`config.mk`:
```
export PLATFORM = sky130hd
export DESIGN_NAME = tlb_xlate
export DESIGN_NICKNAME = d
export VERILOG_FILES = /design/src/rtl/tlb_pkg.sv /design/src/rtl/tlb_entry_array.sv /design/src/rtl/tlb_match.sv /design/src/rtl/tlb_select.sv /design/src/rtl/tlb_xlate.sv
export SDC_FILE = /design/constraint.sdc
export NUM_CORES = 2
export LEC_CHECK = 0
export BUFFER_PORTS_ARGS = -buffer_cell sky130_fd_sc_hd__buf_2
export CORE_MARGIN = 1.5
export CORE_UTILIZATION = 54
export DETAILED_ROUTE_END_ITERATION = 12
export GPL_TIMING_DRIVEN = 0
export PLACE_DENSITY = 0.79
export SYNTH_ARGS = -nofsm -noshare
export SYNTH_HDL_FRONTEND = slang
export SYNTH_SLANG_ARGS = --single-unit
```
`constraint.sdc`:
```
create_clock -name clk -period 3.75 [get_ports clk]
set_input_delay 0.1875 -clock clk [delete_from_list [all_inputs] [get_ports clk]]
set_output_delay 0.1875 -clock clk [all_outputs]
set_load 0.05 [all_outputs]
```
`src/rtl/tlb_pkg.sv`:
```
package tlb_pkg;
  parameter int ADDR_W   = 32;
  parameter int PG_LSB   = 12;
  parameter int ID_W     = 8;
  parameter int SZ_W     = 4;
  parameter int PERM_W   = 6;
  parameter int MAX_SZ   = 8;
  localparam int PN_W    = ADDR_W - PG_LSB;

  typedef struct packed {
    logic              valid;
    logic              ts;
    logic [ID_W-1:0]   tid;
    logic [SZ_W-1:0]   size;
    logic [PN_W-1:0]   epn;
    logic [PN_W-1:0]   rpn;
    logic [PERM_W-1:0] perm;
  } tlb_entry_t;

  // Page-number bits that take part in compare/replace for a size code
  function automatic logic [PN_W-1:0] size_mask(input logic [SZ_W-1:0] code);
    int unsigned s;
    s = (int'(code) > MAX_SZ) ? MAX_SZ : int'(code);
    return {PN_W{1'b1}} << (2 * s);
  endfunction
endpackage

```
`src/rtl/tlb_entry_array.sv`:
```
module tlb_entry_array
  import tlb_pkg::*;
#(
  parameter int ENTRIES = 32,
  localparam int IDX_W  = $clog2(ENTRIES)
) (
  input  logic             clk,
  input  logic             rst_n,
  input  logic             wr_en,
  input  logic [IDX_W-1:0] wr_idx,
  input  tlb_entry_t       wr_data,
  output tlb_entry_t       ent [ENTRIES]
);

  for (genvar i = 0; i < ENTRIES; i++) begin : g_ent
    logic       ld;
    tlb_entry_t ent_q;

    always_comb begin
      ld = wr_en && (wr_idx == IDX_W'(i));
    end

    always_ff @(posedge clk or negedge rst_n) begin
      if (!rst_n) begin
        ent_q <= '0;
      end else if (ld) begin
        ent_q <= wr_data;
      end
    end

    assign ent[i] = ent_q;
  end

  AST_WRITE_LANDS: assert property (@(posedge clk) disable iff (!rst_n)
    wr_en |=> ent[$past(wr_idx)] == $past(wr_data));

endmodule

```
`src/rtl/tlb_match.sv`:
```
module tlb_match
  import tlb_pkg::*;
#(
  parameter int ENTRIES = 32
) (
  input  tlb_entry_t        ent [ENTRIES],
  input  logic [ADDR_W-1:0] ea,
  input  logic              as_bit,
  input  logic [ID_W-1:0]   pid,
  output logic [ENTRIES-1:0] hit_vec
);

  logic [PN_W-1:0] ea_pn;
  assign ea_pn = ea[ADDR_W-1:PG_LSB];

  for (genvar i = 0; i < ENTRIES; i++) begin : g_cmp
    logic [PN_W-1:0] m;
    logic            pn_ok, id_ok, sp_ok;

    always_comb begin
      m       = size_mask(ent[i].size);
      pn_ok   = ((ea_pn ^ ent[i].epn) & m) == '0;
      id_ok   = (ent[i].tid == '0) || (ent[i].tid == pid);
      sp_ok   = ent[i].ts == as_bit;
      hit_vec[i] = ent[i].valid && pn_ok && id_ok && sp_ok;
    end
  end

endmodule

```
`src/rtl/tlb_select.sv`:
```
module tlb_select
  import tlb_pkg::*;
#(
  parameter int ENTRIES = 32,
  localparam int IDX_W  = $clog2(ENTRIES)
) (
  input  tlb_entry_t         ent [ENTRIES],
  input  logic [ENTRIES-1:0] hit_vec,
  input  logic [ADDR_W-1:0]  ea,
  output logic               found,
  output logic               multi,
  output logic [IDX_W-1:0]   idx,
  output logic [ADDR_W-1:0]  pa,
  output logic [PERM_W-1:0]  perm
);

  tlb_entry_t      sel;
  logic [PN_W-1:0] m;

  // lowest index has priority
  always_comb begin
    idx = '0;
    for (int i = ENTRIES - 1; i >= 0; i--) begin
      if (hit_vec[i]) idx = IDX_W'(i);
    end
  end

  always_comb begin
    found = |hit_vec;
    multi = (hit_vec & (hit_vec - ENTRIES'(1))) != '0;
    sel   = ent[idx];
    m     = size_mask(sel.size);
    if (found) begin
      pa   = {(sel.rpn & m) | (ea[ADDR_W-1:PG_LSB] & ~m), ea[PG_LSB-1:0]};
      perm = sel.perm;
    end else begin
      pa   = '0;
      perm = '0;
    end
  end

endmodule

```
`src/rtl/tlb_xlate.sv`:
```
module tlb_xlate
  import tlb_pkg::*;
#(
  parameter int ENTRIES = 32,
  localparam int IDX_W  = $clog2(ENTRIES)
) (
  input  logic              clk,
  input  logic              rst_n,
  input  logic              wr_en,
  input  logic [IDX_W-1:0]  wr_idx,
  input  logic              wr_valid,
  input  logic              wr_ts,
  input  logic [ID_W-1:0]   wr_tid,
  input  logic [SZ_W-1:0]   wr_size,
  input  logic [PN_W-1:0]   wr_epn,
  input  logic [PN_W-1:0]   wr_rpn,
  input  logic [PERM_W-1:0] wr_perm,
  input  logic              req_valid,
  input  logic [ADDR_W-1:0] req_ea,
  input  logic              req_instr,
  input  logic              req_inst_as,
  input  logic              req_data_as,
  input  logic [ID_W-1:0]   req_pid,
  output logic              rsp_valid,
  output logic              rsp_hit,
  output logic              rsp_imiss,
  output logic              rsp_dmiss,
  output logic              rsp_multi,
  output logic [IDX_W-1:0]  rsp_idx,
  output logic [ADDR_W-1:0] rsp_pa,
  output logic [PERM_W-1:0] rsp_perm
);

  tlb_entry_t         wr_data;
  tlb_entry_t         ent [ENTRIES];
  logic [ENTRIES-1:0] hit_vec;
  logic               as_sel;
  logic               found_d, multi_d;
  logic [IDX_W-1:0]   idx_d;
  logic [ADDR_W-1:0]  pa_d;
  logic [PERM_W-1:0]  perm_d;

  logic               vld_q, hit_q, multi_q, instr_q;
  logic [IDX_W-1:0]   idx_q;
  logic [ADDR_W-1:0]  pa_q;
  logic [PERM_W-1:0]  perm_q;

  always_comb begin
    wr_data = '{valid: wr_valid, ts: wr_ts, tid: wr_tid, size: wr_size,
                epn: wr_epn, rpn: wr_rpn, perm: wr_perm};
    as_sel  = req_instr ? req_inst_as : req_data_as;
  end

  tlb_entry_array #(.ENTRIES(ENTRIES)) i_array (
    .clk     (clk),
    .rst_n   (rst_n),
    .wr_en   (wr_en),
    .wr_idx  (wr_idx),
    .wr_data (wr_data),
    .ent     (ent)
  );

  tlb_match #(.ENTRIES(ENTRIES)) i_match (
    .ent     (ent),
    .ea      (req_ea),
    .as_bit  (as_sel),
    .pid     (req_pid),
    .hit_vec (hit_vec)
  );

  tlb_select #(.ENTRIES(ENTRIES)) i_select (
    .ent     (ent),
    .hit_vec (hit_vec),
    .ea      (req_ea),
    .found   (found_d),
    .multi   (multi_d),
    .idx     (idx_d),
    .pa      (pa_d),
    .perm    (perm_d)
  );

  always_ff @(posedge clk or negedge rst_n) begin
    if (!rst_n) begin
      vld_q <= 1'b0;
    end else begin
      vld_q <= req_valid;
    end
  end

  always_ff @(posedge clk or negedge rst_n) begin
    if (!rst_n) begin
      hit_q   <= 1'b0;
      multi_q <= 1'b0;
      instr_q <= 1'b0;
      idx_q   <= '0;
      pa_q    <= '0;
      perm_q  <= '0;
    end else if (req_valid) begin
      hit_q   <= found_d;
      multi_q <= multi_d;
      instr_q <= req_instr;
      idx_q   <= idx_d;
      pa_q    <= pa_d;
      perm_q  <= perm_d;
    end
  end

  always_comb begin
    rsp_valid = vld_q;
    rsp_hit   = vld_q & hit_q;
    rsp_imiss = vld_q & ~hit_q & instr_q;
    rsp_dmiss = vld_q & ~hit_q & ~instr_q;
    rsp_multi = vld_q & multi_q;
    rsp_idx   = idx_q;
    rsp_pa    = pa_q;
    rsp_perm  = perm_q;
  end

  AST_RSP_FOLLOWS_REQ: assert property (@(posedge clk) disable iff (!rst_n)
    req_valid |=> rsp_valid);
  AST_NO_RSP_IDLE: assert property (@(posedge clk) disable iff (!rst_n)
    !req_valid |=> !rsp_valid);
  AST_ONE_OUTCOME: assert property (@(posedge clk) disable iff (!rst_n)
    rsp_valid |-> $countones({rsp_hit, rsp_imiss, rsp_dmiss}) == 1);
  AST_MISS_KIND: assert property (@(posedge clk) disable iff (!rst_n)
    (req_valid && req_instr) |=> !rsp_dmiss);
  AST_MULTI_NEEDS_HIT: assert property (@(posedge clk) disable iff (!rst_n)
    rsp_multi |-> rsp_hit);
  AST_MISS_ZERO: assert property (@(posedge clk) disable iff (!rst_n)
    (rsp_valid && !rsp_hit) |-> (rsp_pa == '0 && rsp_perm == '0));
  AST_OFFSET_KEPT: assert property (@(posedge clk) disable iff (!rst_n)
    req_valid |=> (!rsp_hit || rsp_pa[PG_LSB-1:0] == $past(req_ea[PG_LSB-1:0])));

endmodule

```
==> metrics.cfg <==
[global_routing]
first_global_vias = 75480
grt_overflow = 0
grt_max_degree = 180
antenna_found_initial = 31
track_usage = 0.4496
grt_pass1_wl_mm = 579.8

[pwr]
power_density_mw_per_mm2 = 544.5
ir_worst_vdd_v = 0.0004715
leakage_uw = 0.04978

[synthesis]
synth_fa_ha_area_frac = 0.0002041
synth-simple-area-share = 0.07684
synth.yosys.seq_area_share = 0.5019
ys_ff_latch = 1967
synth_top_family_by_area = multiplexers
synth-xor-area-share = 0.08287
yosysWarnings = 0
synth-compound-area-share = 0.06150
yosysUniqueCellTypes = 117
synth_edf_count = 0
synthCells = 8123
avgSynthCellArea_um2 = 12.07
netlist_area_mm2 = 0.09808
netlist.area_leader.share = 0.5019
synth_mux_area_frac = 0.2416
syn-num-nets = 8235
synth_area_leaders = dfrtp_1, mux2_2, xnor2_1
dominantRegCellSynth = dfrtp_1
ys_async_sr_fraction = 1.000
synth_top_area_cell = dfrtp_1

[floorplan]
die_area_mm2 = 0.1842
die_y_um = 429.2
row_count = 156
die_w_um = 429.2
start_util = 0.5432
ios = 160
core_mm2 = 0.1805

[drt]
postRouteAntennaNets = 0
routed_wl_mm = 421.5
num_vias = 76990
wire_per_inst_um = 37.43
dr.pass1.iters = 6
topRoutingLayerUsed = met5
viasPerCell = 6.838
dr_wl_met3_mm = 53.18
remaining_drc_errors = 0
met2WireLength_mm = 173.1
wl_met1_mm = 146.5
drtIter0Drc = 10510

[worst_setup_path]
path_max_fanout = 7
critical_path.startpoint = i_array.ent[1669]$_DFFE_PN0P_
critPathLaunchType = flip-flop
timing.rr.start = i_array.ent[1669]$_DFFE_PN0P_
rr_worst_depth = 17
crit_arrival_ns = 6.43
cp.required_ns = 4.54
end_kind = flip-flop
criticalPathCategory = flip-flop to flip-flop

[layout]
layout_common_cells = dfrtp_1, mux2_2, nand2_1
synthToLayoutAreaGrowth_pct = 17.46
final_common_cell = dfrtp_1
finalInstanceArea_mm2 = 0.1152
seqCellArea_mm2 = 0.04925
multi_input_comb_area_mm2 = 0.04770
drive_gt1_frac = 0.3656
final_nets = 8810
fillers = 13450

[clocking]
cts_tree = built
clock_latency_ns = 0.92
clock_sinks = 1967
cts_buffers = 204
h-tree-depth = 4
cts_buffer_depth = 3
clkTransAtPathRegs_ns = 0.06
root_buffer = clkbuf_16

[placed_design]
numPortBuffers = 127
dpl.hpwl_mm = 296.1
dpl_worst_slack_ns = -5.170
placed_area_mm2 = 0.1026
place_congestion = 1.090

[worst_hold_path]
hold_class = primary input to flip-flop
hp-start = req_ea[0]
hold_depth = 3

[timing]
tightest_slew_ns = 1.696
finalSetupTns_ns = -50.18
finalHoldViolCount = 0
grt_setup_unrepaired = yes
slew_headroom = -0.1305
min_period_over_period = 1.504
period_needed_ns = 5.639
layout_setup_ws_ns = -1.889
fin_skew_ns = 0.06531
setup_violations = 45
drv_slew = 222
clock.fmax_ghz = 0.1773

[run_status]
status = finished, violations left
violations = max-capacitance violations, max-slew violations, negative setup slack

[flow_run]
max_cap_viol_count = 23

worst paths after layout:
check	end	slack [ns]
worst max-delay path	rsp_pa[16]$_DFFE_PN0P_	-1.89
worst min-delay path	rsp_pa[0]$_DFFE_PN0P_	0.05
worst max register to register	rsp_pa[16]$_DFFE_PN0P_	-1.89
worst min register to register	rsp_pa[27]$_DFFE_PN0P_	0.48
max in group asynchronous	i_array.ent[563]$_DFFE_PN0P_	0.53
min in group asynchronous	i_array.ent[91]$_DFFE_PN0P_	0.48
repair_timing:
action,4_1_cts,5_1_grt
setup endpoints to repair,45,223
resized for setup,691,200
gates cloned,2,3
endpoints found under the hold margin,606,0
pin swaps,130,94
hold buffers,77,0
buffers inserted,91,43
synthesized netlist by cell type, drive strengths merged (8+ instances only):
cell	instances
mux2	1921
a22oi	47
nor2b	12
inv	39
a221o	9
nor4	125
or3	11
a41oi	18
a31oi	42
o2bb2ai	20
and3b	11
o211ai	37
a211oi	151
or2	11
a221oi	19
o31a	14
xnor2	631
nand2b	10
o22ai	14
o21bai	8
and2	51
a22o	14
clkbuf	375
o41ai	8
nor2	104
nand3	241
o31ai	22
and3	77
a311oi	10
a21oi	148
nand3b	11
nor3	81
mux2i	205
buf	307
nand2	678
o21ai	127
o2111ai	25
a21o	10
xor2	297
a2111oi	14
dfrtp	1967
nand4	103
worst max-delay path, stage by stage, from the launching register on:
cell	delay (ns)
dfrtp_1	0.89
o22ai_1	0.22
a21oi_1	0.79
o32a_1	0.34
a211oi_1	0.07
a311o_2	0.44
a221o_2	0.34
buf_12	0.16
buf_16	0.14
clkbuf_16	0.16
and2_4	0.15
a211oi_4	0.22
a21oi_2	0.06
a211oi_2	0.23
nor3_2	0.10
a211oi_4	0.80
a31o_2	0.29
o2bb2ai_1	0.06
state kept, by name, indices dropped and copies added, names as in the netlist:
name / flops
i_array.ent: 1920
rsp_pa: 32
rsp_perm: 6
rsp_idx: 5
hit_q: 1
instr_q: 1
multi_q: 1
rsp_valid: 1
per-layer routing:
layer,GRT usage,vias to the layer above
met3,0.1500,1914
met2,0.6357,5730
met1,0.5449,39330
met5,0,-
met4,0.4040,6
li1,-,30020
cells by family after synthesis:
kind of cell    after synthesis
fa+ha+maj                     2
compound gates              828
xor+xnor                    928
flops                      1967
simple gates               1551
buf+inv                     721
mux                        2126
metrics by stage:
stage / hold slack, ns / utilization / total power (µW) / std cells
finish: 0.04766 / 0.6381 / 62730 / 11260
global route: 0.06933 / 0.6379 / 64410 / 11250
CTS: 0.02907 / 0.6300 / 61760 / 11190
detailed placement: 0.09671 / 0.5682 / 40440 / 10650
global placement: 0.4048 / 0.5647 / 39780 / 10620
floorplan: -0.1081 / - / 35920 / 8123
area by class of cell:
type / instances / area share
antenna: 25 / 0.0005431
buffer: 679 / 0.04222
clock buffer: 311 / 0.05287
clock inverter: 62 / 0.006256
inverter: 39 / 0.001271
multi-input combinational: 5435 / 0.4141
sequential: 1967 / 0.4276
tap: 2370 / 0.02574
timing repair buffer: 372 / 0.02949
power breakdown:
group	total, µW	internal, µW	switching (µW)
Sequential	28800	25300	3510
Combinational	13000	6310	6660
Clock	20900	11800	9190
Total	62700	43400	19400
No activity file was read; power rests on OpenSTA's default activity.
